### config.mk
export PLATFORM = sky130hd
export DESIGN_NAME = nand_ecc_engine
export DESIGN_NICKNAME = d
export VERILOG_FILES = /design/src/rtl/nand_ecc_pkg.sv /design/src/rtl/nand_ecc_seq.sv /design/src/rtl/nand_ecc_acc.sv /design/src/rtl/nand_ecc_syn.sv /design/src/rtl/nand_ecc_engine.sv
export SDC_FILE = /design/constraint.sdc
export NUM_CORES = 1
export LEC_CHECK = 0
export BUFFER_PORTS_ARGS = -buffer_cell sky130_fd_sc_hd__buf_4
export CAP_MARGIN = 20
export CORE_ASPECT_RATIO = 0.5
export CORE_MARGIN = 2
export CORE_UTILIZATION = 55
export DETAILED_ROUTE_END_ITERATION = 16
export PLACE_DENSITY = 0.77
export RECOVER_POWER = 50
export SYNTH_ARGS = -nofsm -noshare
export SYNTH_HDL_FRONTEND = slang
export SYNTH_SLANG_ARGS = --single-unit
### constraint.sdc
create_clock -name clk -period 5.4 [get_ports clk]
set_clock_uncertainty 0.05 [all_clocks]
set_input_delay 0.81 -clock clk [delete_from_list [all_inputs] [get_ports clk]]
set_output_delay 0.81 -clock clk [all_outputs]
set_load 0.05 [all_outputs]
### src/rtl/nand_ecc_pkg.sv
// Shared widths and types for the NAND page ECC engine.
// Assumes a fixed 16-bit location: 12-bit word offset, 4-bit bit offset.
package nand_ecc_pkg;
    localparam int BIT_IDX_W  = 4;
    localparam int WORD_IDX_W = 12;
    localparam int LOC_W      = WORD_IDX_W + BIT_IDX_W;
    localparam int DATA_W     = 16;

    typedef enum logic [1:0] {
        PH_DATA  = 2'd0,
        PH_CODE  = 2'd1,
        PH_CHECK = 2'd2,
        PH_DONE  = 2'd3
    } phase_e;

    typedef struct packed {
        logic recov;
        logic in_code;
        logic multi;
    } ecc_status_t;
endpackage

### src/rtl/nand_ecc_seq.sv
// Page sequencer: counts data words up to the selected page length, then the
// code words, then spends one cycle on the check.
// Assumes the page size and bus width are stable during a page, and that no
// strobe arrives in the single check cycle.
module nand_ecc_seq
    import nand_ecc_pkg::*;
#(
    parameter int PAGE_BASE = 528,
    parameter int SEL_W     = 2,
    parameter int CNT_W     = 13
) (
    input  logic                  clk,
    input  logic                  rst_n,
    input  logic                  clr,
    input  logic                  stb,
    input  logic [SEL_W-1:0]      page_sel,
    input  logic                  wide,
    output phase_e                phase,
    output logic [WORD_IDX_W-1:0] word_idx,
    output logic                  acc_en,
    output logic                  restart,
    output logic                  code_en,
    output logic [1:0]            code_slot,
    output logic                  check_now
);
    localparam logic [CNT_W:0] BASE_EXT = (CNT_W+1)'(PAGE_BASE);

    phase_e            phase_q;
    logic [CNT_W-1:0]  cnt_q;
    logic [CNT_W:0]    page_bytes;
    logic [CNT_W:0]    page_words;
    logic [CNT_W:0]    last_word;
    logic [CNT_W-1:0]  code_last;

    // Derive the page length in words and the last code slot from the mode
    always_comb begin
        page_bytes = BASE_EXT << page_sel;
        page_words = wide ? (page_bytes >> 1) : page_bytes;
        last_word  = page_words - (CNT_W+1)'(1);
        code_last  = wide ? CNT_W'(1) : CNT_W'(3);
    end

    // Advance the phase and the word counter on each accepted strobe
    always_ff @(posedge clk) begin
        if (!rst_n || clr) begin
            phase_q <= PH_DATA;
            cnt_q   <= '0;
        end else begin
            case (phase_q)
                PH_DATA: if (stb) begin
                    if ({1'b0, cnt_q} == last_word) begin
                        phase_q <= PH_CODE;
                        cnt_q   <= '0;
                    end else begin
                        cnt_q <= cnt_q + CNT_W'(1);
                    end
                end
                PH_CODE: if (stb) begin
                    if (cnt_q == code_last) begin
                        phase_q <= PH_CHECK;
                        cnt_q   <= '0;
                    end else begin
                        cnt_q <= cnt_q + CNT_W'(1);
                    end
                end
                PH_CHECK: phase_q <= PH_DONE;
                default: if (stb) begin
                    phase_q <= PH_DATA;
                    cnt_q   <= CNT_W'(1);
                end
            endcase
        end
    end

    // Decode per-strobe actions for the datapath
    always_comb begin
        phase     = phase_q;
        acc_en    = stb && !clr && (phase_q == PH_DATA || phase_q == PH_DONE);
        restart   = stb && !clr && (phase_q == PH_DONE);
        code_en   = stb && !clr && (phase_q == PH_CODE);
        code_slot = cnt_q[1:0];
        word_idx  = (phase_q == PH_DONE) ? '0 : cnt_q[WORD_IDX_W-1:0];
        check_now = !clr && (phase_q == PH_CHECK);
    end
endmodule

### src/rtl/nand_ecc_acc.sv
// Parity accumulator: folds each data word's bit addresses into the parity
// half and its inverse into the complemented half; loads the syndrome after
// a check. Assumes byte mode drives data on the low half of the word.
module nand_ecc_acc
    import nand_ecc_pkg::*;
(
    input  logic                  clk,
    input  logic                  rst_n,
    input  logic                  clr,
    input  logic                  restart,
    input  logic                  acc_en,
    input  logic                  wide,
    input  logic [WORD_IDX_W-1:0] idx,
    input  logic [DATA_W-1:0]     din,
    input  logic                  load_syn,
    input  logic [LOC_W-1:0]      syn_p,
    input  logic [LOC_W-1:0]      syn_n,
    output logic [LOC_W-1:0]      par_q,
    output logic [LOC_W-1:0]      npar_q
);
    localparam int NARROW = DATA_W / 2;

    logic [DATA_W-1:0]    lane;
    logic [BIT_IDX_W-1:0] bit_x;
    logic                 w_par;
    logic [LOC_W-1:0]     add_p;
    logic [LOC_W-1:0]     add_n;
    logic [LOC_W-1:0]     base_p;
    logic [LOC_W-1:0]     base_n;

    // Mask the upper lanes when the bus is byte wide
    for (genvar g = 0; g < DATA_W; g++) begin : g_lane
        if (g < NARROW) begin : g_lo
            assign lane[g] = din[g];
        end else begin : g_hi
            assign lane[g] = din[g] & wide;
        end
    end

    // Build this word's contribution to both parity halves
    always_comb begin
        bit_x = '0;
        for (int j = 0; j < DATA_W; j++) begin
            if (lane[j]) bit_x = bit_x ^ BIT_IDX_W'(j);
        end
        w_par  = ^lane;
        add_p  = {idx & {WORD_IDX_W{w_par}}, bit_x};
        add_n  = add_p ^ {LOC_W{w_par}};
        base_p = restart ? '0 : par_q;
        base_n = restart ? '0 : npar_q;
    end

    // Accumulate, restart or load the syndrome
    always_ff @(posedge clk) begin
        if (!rst_n || clr) begin
            par_q  <= '0;
            npar_q <= '0;
        end else if (load_syn) begin
            par_q  <= syn_p;
            npar_q <= syn_n;
        end else if (acc_en) begin
            par_q  <= base_p ^ add_p;
            npar_q <= base_n ^ add_n;
        end
    end
endmodule

### src/rtl/nand_ecc_syn.sv
// Code capture and syndrome classifier: gathers the stored code words, forms
// the syndrome against the recomputed parity and registers the status flags.
// Assumes code words come in the fixed order parity low/high, then
// complemented parity low/high (byte mode) or parity, complemented parity.
module nand_ecc_syn
    import nand_ecc_pkg::*;
(
    input  logic              clk,
    input  logic              rst_n,
    input  logic              clr,
    input  logic              restart,
    input  logic              code_en,
    input  logic [1:0]        slot,
    input  logic              wide,
    input  logic [DATA_W-1:0] din,
    input  logic              check_now,
    input  logic [LOC_W-1:0]  par_q,
    input  logic [LOC_W-1:0]  npar_q,
    output logic [LOC_W-1:0]  syn_p,
    output logic [LOC_W-1:0]  syn_n,
    output ecc_status_t       status_q
);
    logic [LOC_W-1:0] code_p;
    logic [LOC_W-1:0] code_n;
    ecc_status_t      status_d;
    logic             syn_zero;
    logic             syn_single;
    logic             syn_compl;

    // Capture stored code words into the two halves
    always_ff @(posedge clk) begin
        if (!rst_n || clr) begin
            code_p <= '0;
            code_n <= '0;
        end else if (code_en) begin
            if (wide) begin
                if (!slot[0]) code_p <= din;
                else          code_n <= din;
            end else begin
                case (slot)
                    2'd0:    code_p[7:0]  <= din[7:0];
                    2'd1:    code_p[15:8] <= din[7:0];
                    2'd2:    code_n[7:0]  <= din[7:0];
                    default: code_n[15:8] <= din[7:0];
                endcase
            end
        end
    end

    // Form the syndrome and classify it
    always_comb begin
        syn_p      = par_q ^ code_p;
        syn_n      = npar_q ^ code_n;
        syn_zero   = ({syn_p, syn_n} == '0);
        syn_single = ($countones({syn_p, syn_n}) == 1);
        syn_compl  = ((syn_p ^ syn_n) == '1);
        status_d   = '0;
        if (!syn_zero) begin
            status_d.recov = 1'b1;
            if (syn_single)      status_d.in_code = 1'b1;
            else if (!syn_compl) status_d.multi   = 1'b1;
        end
    end

    // Register the flags at the check, clear them on a new page
    always_ff @(posedge clk) begin
        if (!rst_n || clr || restart) status_q <= '0;
        else if (check_now)           status_q <= status_d;
    end
endmodule

### src/rtl/nand_ecc_engine.sv
// Top of the NAND page ECC engine: joins the sequencer, the parity
// accumulator and the syndrome classifier. Assumes strobed words are already
// decoded from the bus. In byte mode only the three smallest sizes keep word
// offsets unique in the 12-bit field.
module nand_ecc_engine
    import nand_ecc_pkg::*;
#(
    parameter int PAGE_BASE  = 528,
    parameter int SIZE_MODES = 4,
    localparam int SEL_W = (SIZE_MODES > 1) ? $clog2(SIZE_MODES) : 1
) (
    input  logic              clk,
    input  logic              rst_n,
    input  logic              ecc_clr,
    input  logic [SEL_W-1:0]  page_sel,
    input  logic              wide_bus,
    input  logic              dat_stb,
    input  logic [DATA_W-1:0] dat_word,
    output logic [LOC_W-1:0]  par_reg,
    output logic [LOC_W-1:0]  npar_reg,
    output logic              err_recov,
    output logic              err_in_code,
    output logic              err_multi
);
    localparam int CNT_W = $clog2((PAGE_BASE << (SIZE_MODES - 1)) + 1);

    phase_e                phase_w;
    logic [WORD_IDX_W-1:0] idx_w;
    logic                  acc_w;
    logic                  restart_w;
    logic                  code_w;
    logic [1:0]            slot_w;
    logic                  check_w;
    logic [LOC_W-1:0]      syn_p_w;
    logic [LOC_W-1:0]      syn_n_w;
    ecc_status_t           status_w;

    nand_ecc_seq #(
        .PAGE_BASE (PAGE_BASE),
        .SEL_W     (SEL_W),
        .CNT_W     (CNT_W)
    ) u_seq (
        .clk       (clk),
        .rst_n     (rst_n),
        .clr       (ecc_clr),
        .stb       (dat_stb),
        .page_sel  (page_sel),
        .wide      (wide_bus),
        .phase     (phase_w),
        .word_idx  (idx_w),
        .acc_en    (acc_w),
        .restart   (restart_w),
        .code_en   (code_w),
        .code_slot (slot_w),
        .check_now (check_w)
    );

    nand_ecc_acc u_acc (
        .clk      (clk),
        .rst_n    (rst_n),
        .clr      (ecc_clr),
        .restart  (restart_w),
        .acc_en   (acc_w),
        .wide     (wide_bus),
        .idx      (idx_w),
        .din      (dat_word),
        .load_syn (check_w),
        .syn_p    (syn_p_w),
        .syn_n    (syn_n_w),
        .par_q    (par_reg),
        .npar_q   (npar_reg)
    );

    nand_ecc_syn u_syn (
        .clk       (clk),
        .rst_n     (rst_n),
        .clr       (ecc_clr),
        .restart   (restart_w),
        .code_en   (code_w),
        .slot      (slot_w),
        .wide      (wide_bus),
        .din       (dat_word),
        .check_now (check_w),
        .par_q     (par_reg),
        .npar_q    (npar_reg),
        .syn_p     (syn_p_w),
        .syn_n     (syn_n_w),
        .status_q  (status_w)
    );

    // Drive the flag outputs from the registered status
    always_comb begin
        err_recov   = status_w.recov;
        err_in_code = status_w.in_code;
        err_multi   = status_w.multi;
    end
endmodule

Word-level counts from Yosys, hierarchy flattened

Index checks and enable logic that the tools add are counted.

$add $sub $neg: 33
Eq/ne operators: 16
Shift-type cells: 1
Muxes and demuxes: 48
Bitwise gates (word level): 30
Reduce and logical (&&, ||, !) cells: 26

Operators by type and width:

| cell                                                 | count |
|---|---|
| adder 32 bit                                         | 15 |
| two-way mux 16 bit                                   | 10 |
| XOR 16 bit                                           | 6 |
| two-way mux 13 bit                                   | 5 |
| one-hot mux 13 bit (3 select lines)                  | 1 |
| adder 1 x 1 -> 2 bit                                 | 16 |
| equality test 32 x 2 -> 1 bit, second input constant | 1 |
| zero test 32 bit                                     | 1 |
| two-way mux 4 bit                                    | 8 |
| two-way mux 8 bit                                    | 4 |
| equality test 16 bit, second input constant          | 1 |
| two-way mux 2 bit                                    | 8 |
| XOR reduction 16 bit                                 | 1 |
| two-way mux 3 bit                                    | 5 |
| equality test 13 x 14 -> 1 bit                       | 1 |
| two-way mux 14 bit                                   | 1 |
| left shift 10 x 2 -> 14 bit, first input constant    | 1 |
| subtractor 14 x 1 -> 14 bit, second input constant   | 1 |
| adder 13 x 1 -> 13 bit, second input constant        | 1 |
| equality test 13 bit                                 | 1 |
| bitwise AND 12 bit                                   | 1 |
| two-way mux 12 bit                                   | 1 |
| NOT 2 bit                                            | 6 |
| NOT 3 bit                                            | 4 |
| 19 further kinds                                     | 54 |

Register bits after elaboration: 82
Output and inout bits: 35
Word-level logic and storage cells: 165

Depth between registers and ports, before layout

Depth in word-level cells: 30
Depth in mapped cells: 22
Depth with buffers taken out: 22

By module

From an unflattened synthesis, not the netlist that was laid out.

Cell total of the unflattened synthesis: 850
Area, all modules: 7075.5 um^2

Modules (own cells, without submodules):

| module       | instances | cells an instance | area each (um^2) |
|---|---|---|---|
| nand_ecc_syn | 1         | 319               | 2994.1 |
| nand_ecc_acc | 1         | 339               | 2655.0 |
| nand_ecc_seq | 1         | 192               | 1426.4 |

Worst setup path after synthesis

No wires, ideal clock.

Path type: reg-to-reg
Start point: register u_acc.npar_q[7]
End point: register u_syn.status_q[0] (netlist name)
Arrival: 5.419 ns
Data required time: 5.236 ns
Setup slack: -0.183 ns
Stages on the path, launching flop included: 20
Path buffers: 0
Clock period less this slack: 5.583 ns
Cells stage by stage: dfxtp_1 xor2_1 inv_1 ha_1 inv_1 fa_1 fa_1 fa_1 fa_1 fa_1 inv_1 ha_1 inv_1 fa_1 a2111oi_0 a21oi_1 or4_1 nor3b_1 a21oi_1 nor2_1

Word-level cells in the longest chain between the ends: 9

RTL lines:

| item                                             | RTL line           | text |
|---|---|---|
| start, declared                                  | nand_ecc_acc.sv:19 | `output logic [LOC_W-1:0] npar_q` |
| start signal, assigned                           | nand_ecc_acc.sv:60 | `npar_q <= syn_n;` |
| start signal, assigned                           | nand_ecc_acc.sv:63 | `npar_q <= base_n ^ add_n;` |
| XOR 16 bit *                                     | nand_ecc_syn.sv:53 | `syn_n = npar_q ^ code_n;` |
| adder 1 x 1 -> 2 bit (not written as such)       | nand_ecc_syn.sv:55 | `syn_single = ($countones({syn_p, syn_n}) == 1);` |
| adder 32 bit (not written as such) (4 in series) | nand_ecc_syn.sv:55 |  |
| equality test 32 x 2 -> 1 bit                    | nand_ecc_syn.sv:55 |  |
| two-way mux 1 bit                                | nand_ecc_syn.sv:60 | `if (syn_single) status_d.in_code = 1'b1;` |
| two-way mux 3 bit *                              | nand_ecc_syn.sv:58 | `if (!syn_zero) begin` |
| end signal, assigned                             | nand_ecc_syn.sv:68 | `else if (check_now) status_q <= status_d;` |
| end, declared                                    | nand_ecc_syn.sv:21 | `output ecc_status_t status_q` |

Every way passes the cells marked *; elsewhere a longest branch is shown, timed or not.
A chain may end at the register's enable or synchronous reset.

Worst setup path after layout

Start point: register u_syn.code_p[10]
End point: register u_syn.status_q[0] (netlist name)

Word-level cells in the longest chain between the ends: 9

RTL lines:

| item                                             | RTL line           | text |
|---|---|---|
| start, declared                                  | nand_ecc_syn.sv:23 | `logic [LOC_W-1:0] code_p;` |
| start signal, assigned                           | nand_ecc_syn.sv:37 | `if (!slot[0]) code_p <= din;` |
| start signal, assigned                           | nand_ecc_syn.sv:42 | `2'd1: code_p[15:8] <= din[7:0];` |
| XOR 16 bit *                                     | nand_ecc_syn.sv:52 | `syn_p = par_q ^ code_p;` |
| adder 1 x 1 -> 2 bit (not written as such)       | nand_ecc_syn.sv:55 |  |
| adder 32 bit (not written as such) (4 in series) | nand_ecc_syn.sv:55 |  |
| equality test 32 x 2 -> 1 bit                    | nand_ecc_syn.sv:55 |  |
| two-way mux 1 bit                                | nand_ecc_syn.sv:60 |  |
| two-way mux 3 bit *                              | nand_ecc_syn.sv:58 |  |

Marks and branches as above.

==> results.ini <==
[outcome]
status=finished, violations left
violations=capacitance limit, slew limit

[setup_path]
critPathKind=register to register
required_ns=5.58
worstSetupStartpointType=register
r2r-end=u_syn.status_q[0]$_SDFFE_PP0P_
cp_max_fo=3
reg2reg_from=u_syn.code_p[10]$_SDFFE_PP0P_
crit_end=u_syn.status_q[0]$_SDFFE_PP0P_
crit_arrival_ns=5.58
crit_start=u_syn.code_p[10]$_SDFFE_PP0P_
endpoint_kind=register
ff2ff_path_depth=21
rrSetupSlack_ns=0.002

[pwr]
p_total_mw=2.09
p_leak_nw=3.31
vdd_drop_max_uv=176
powerDensity_nw_per_um2=243

[sta]
worst_slew_pin_slew_ns=2.91
rsz0062_at_grt=true
min_period_over_period=1.00
fin_ws_ns=0.00201
min_period_ns=5.40
drv_slew=63
fmax_mhz=185
hold_viol_final=0
slew-limit-headroom=-0.938
setup_viol=0

[detailed_routing]
drc_errors=0
ant_nets=0
drt_iter0_drc=596
vias_per_cell=5.92
routed_wl_um=21300
first_pass_iters=5
dr_total_vias=6644
wl_per_cell_um=19.0

[die]
die_h_um=84.2
die_x_um=164
start_util=0.560
core-area_um2=12600
boundaryPins=58
die_area_um2=13800
rows=29

[layout]
nNetsFinal=1048
layout-drive-gt1-share=0.230
area_growth_pct=21.5
layout_commonest_cell=buf_4
n_antenna_cell=0
finalInstanceArea_um2=8600
multiInputGateArea_um2=5240
nFillCells=982
fin_cells=1123
seq_area_um2=1700
layout_common_cells=buf_4, xnor2_1, nand2_1

[synthesis]
avgSynthCellArea_um2=8.26
synth_cells=857
synthArstFlopShare=0
synth_nets=957
synthFlopType=dfxtp_1
yosys.area_share.simple=0.187
synth-seq-cells=82
synth_fa_ha_area_frac=0.164
synth_compound_area_frac=0.166
muxShareOfSynthArea=0.0398
synth_edf_count=0
synth_cell_types=68
synth-xor-area-share=0.136
synth_area_leaders=dfxtp_1, xnor2_1, ha_1
ys_warn_count=0
yosysSeqAreaShare=0.232
synth_top_area_frac=0.232
synth_top_family_by_area=simple AND/OR/NAND/NOR gates
yosys.area.top_type=dfxtp_1
netlist_area_um2=7080

[clocking]
h-tree-depth=3
clkTransAtPathRegs_ns=0.06
cts-root-buf=clkbuf_16
numCtsBuffers=9
clk_latency_ns=0.35
cts_sinks=82
cts_tree=done
clockBufferDepth=2

[place]
portBuffers=57
dp_cells=1095
dp_hpwl_um=14500
pre_cts_slack_ns=-0.109
gp_congestion=0.931
dpl-instance-area_um2=7980

[global_route]
grt_pass1_vias=6205
antenna_found_initial=0
grt_pass1_wl_um=32200
gr-total-overflow=0
grt_max_degree=63
grt_usage=0.296

[worst_hold_path]
hold_class=register to register

[flow_run]
drv_cap=1

-- where the power goes --
group	total [mW]	switching [mW]	leakage (nW)	internal (mW)
combinational	0.858	0.491	2.49	0.368
sequential	0.643	0.0216	0.682	0.621
clock	0.591	0.267	0.139	0.324
-- cell usage after synthesis (5+ instances only) --
| cell type | number |
|---|---|
| nor4_1 | 6 |
| nor2_1 | 66 |
| nor3_1 | 9 |
| buf_2 | 10 |
| o22ai_1 | 25 |
| ha_1 | 51 |
| and3_1 | 6 |
| mux2i_1 | 27 |
| nand4_1 | 10 |
| a21oi_1 | 38 |
| a31oi_1 | 6 |
| dfxtp_1 | 82 |
| inv_1 | 86 |
| a22oi_1 | 12 |
| clkbuf_1 | 31 |
| nand2b_1 | 23 |
| xnor2_1 | 89 |
| nand3b_1 | 13 |
| nor2b_1 | 5 |
| or4_1 | 7 |
| fa_1 | 26 |
| nand2_1 | 71 |
| xor2_1 | 21 |
| a211oi_1 | 16 |
| o21ai_0 | 28 |
| nand3_1 | 25 |
| a21o_1 | 6 |
-- worst min-delay path by stage --
stage,cells past startpoint,startpoint,end,slack [ns]
after detailed placement,2,u_syn.status_q[2]$_SDFFE_PP0P_,u_syn.status_q[2]$_SDFFE_PP0P_,0.41
after global placement,2,u_syn.status_q[2]$_SDFFE_PP0P_,u_syn.status_q[2]$_SDFFE_PP0P_,0.40
after floorplan,2,u_syn.code_n[5]$_SDFFE_PP0P_,u_syn.code_n[5]$_SDFFE_PP0P_,0.43
after global routing,2,u_syn.status_q[2]$_SDFFE_PP0P_,u_syn.status_q[2]$_SDFFE_PP0P_,0.44
after CTS,2,u_syn.status_q[2]$_SDFFE_PP0P_,u_syn.status_q[2]$_SDFFE_PP0P_,0.42
final,2,u_syn.status_q[2]$_SDFFE_PP0P_,u_syn.status_q[2]$_SDFFE_PP0P_,0.42
-- routing by layer --
| metal | track usage | share of wire | vias up |
|---|---|---|---|
| met5 | 0 | 0 | - |
| met4 | 0.0688 | 0.026 | 0 |
| met3 | 0.0420 | 0.085 | 51 |
| met2 | 0.478 | 0.46 | 287 |
| met1 | 0.422 | 0.43 | 3217 |
| li1 | - | - | 3089 |
-- flip-flops by register name, indices dropped and copies added (netlist names) --
signal / count
u_acc.par_q: 16
u_seq.phase: 2
u_seq.cnt_q: 13
u_syn.status_q: 3
u_syn.code_n: 16
u_syn.code_p: 16
u_acc.npar_q: 16
-- logic make-up (layout without fill, tap and decap cells) --
kind of cell,Yosys count,count (layout)
xor+xnor,110,110
fa+ha+maj,77,77
compound gates,165,165
simple gates,262,262
buf+inv,133,229
flops,82,82
mux,28,28
-- critical path, stage by stage (launching register included) --
cell and delay, ns:
dfxtp_2 0.34, xnor2_2 0.16, buf_6 0.14, inv_2 0.06, ha_4 0.12, inv_2 0.03, fa_1 0.47, inv_1 0.05
fa_1 0.49, inv_2 0.04, fa_1 0.55, fa_1 0.44, fa_1 0.49, inv_1 0.08, ha_2 0.19, inv_2 0.05
fa_2 0.55, nand4bb_1 0.12, or4_4 0.50, nor3b_2 0.16, a21oi_1 0.13, nor2_1 0.06
-- what timing repair did --
item | 4_1_cts | 5_1_grt
pin swaps | 7 | 37
gates resized for setup | 16 | 73
hold buffers | 0 | 0
buffers inserted | 1 | 11
setup endpoints to repair | 2 | 2
-- area by class of cell --
cell class / count / share of cell area
clock buffers: 10 / 0.0278
clock inverters: 6 / 0.00466
inverters: 86 / 0.0381
multi-input cells: 642 / 0.609
flip-flops and latches: 82 / 0.198
well taps: 170 / 0.0247
repair buffers: 127 / 0.0979
-- metrics by stage --
| step | TNS (ns) | util | hold slack, ns |
|---|---|---|---|
| after floorplan | 0 | - | 0.430 |
| after global placement | 0 | 0.631 | 0.403 |
| after detailed placement | -0.123 | 0.632 | 0.407 |
| after CTS | 0 | 0.661 | 0.420 |
| after global routing | -0.311 | 0.681 | 0.441 |
| final | 0 | 0.681 | 0.422 |
Power figures use the tool's default switching activity.
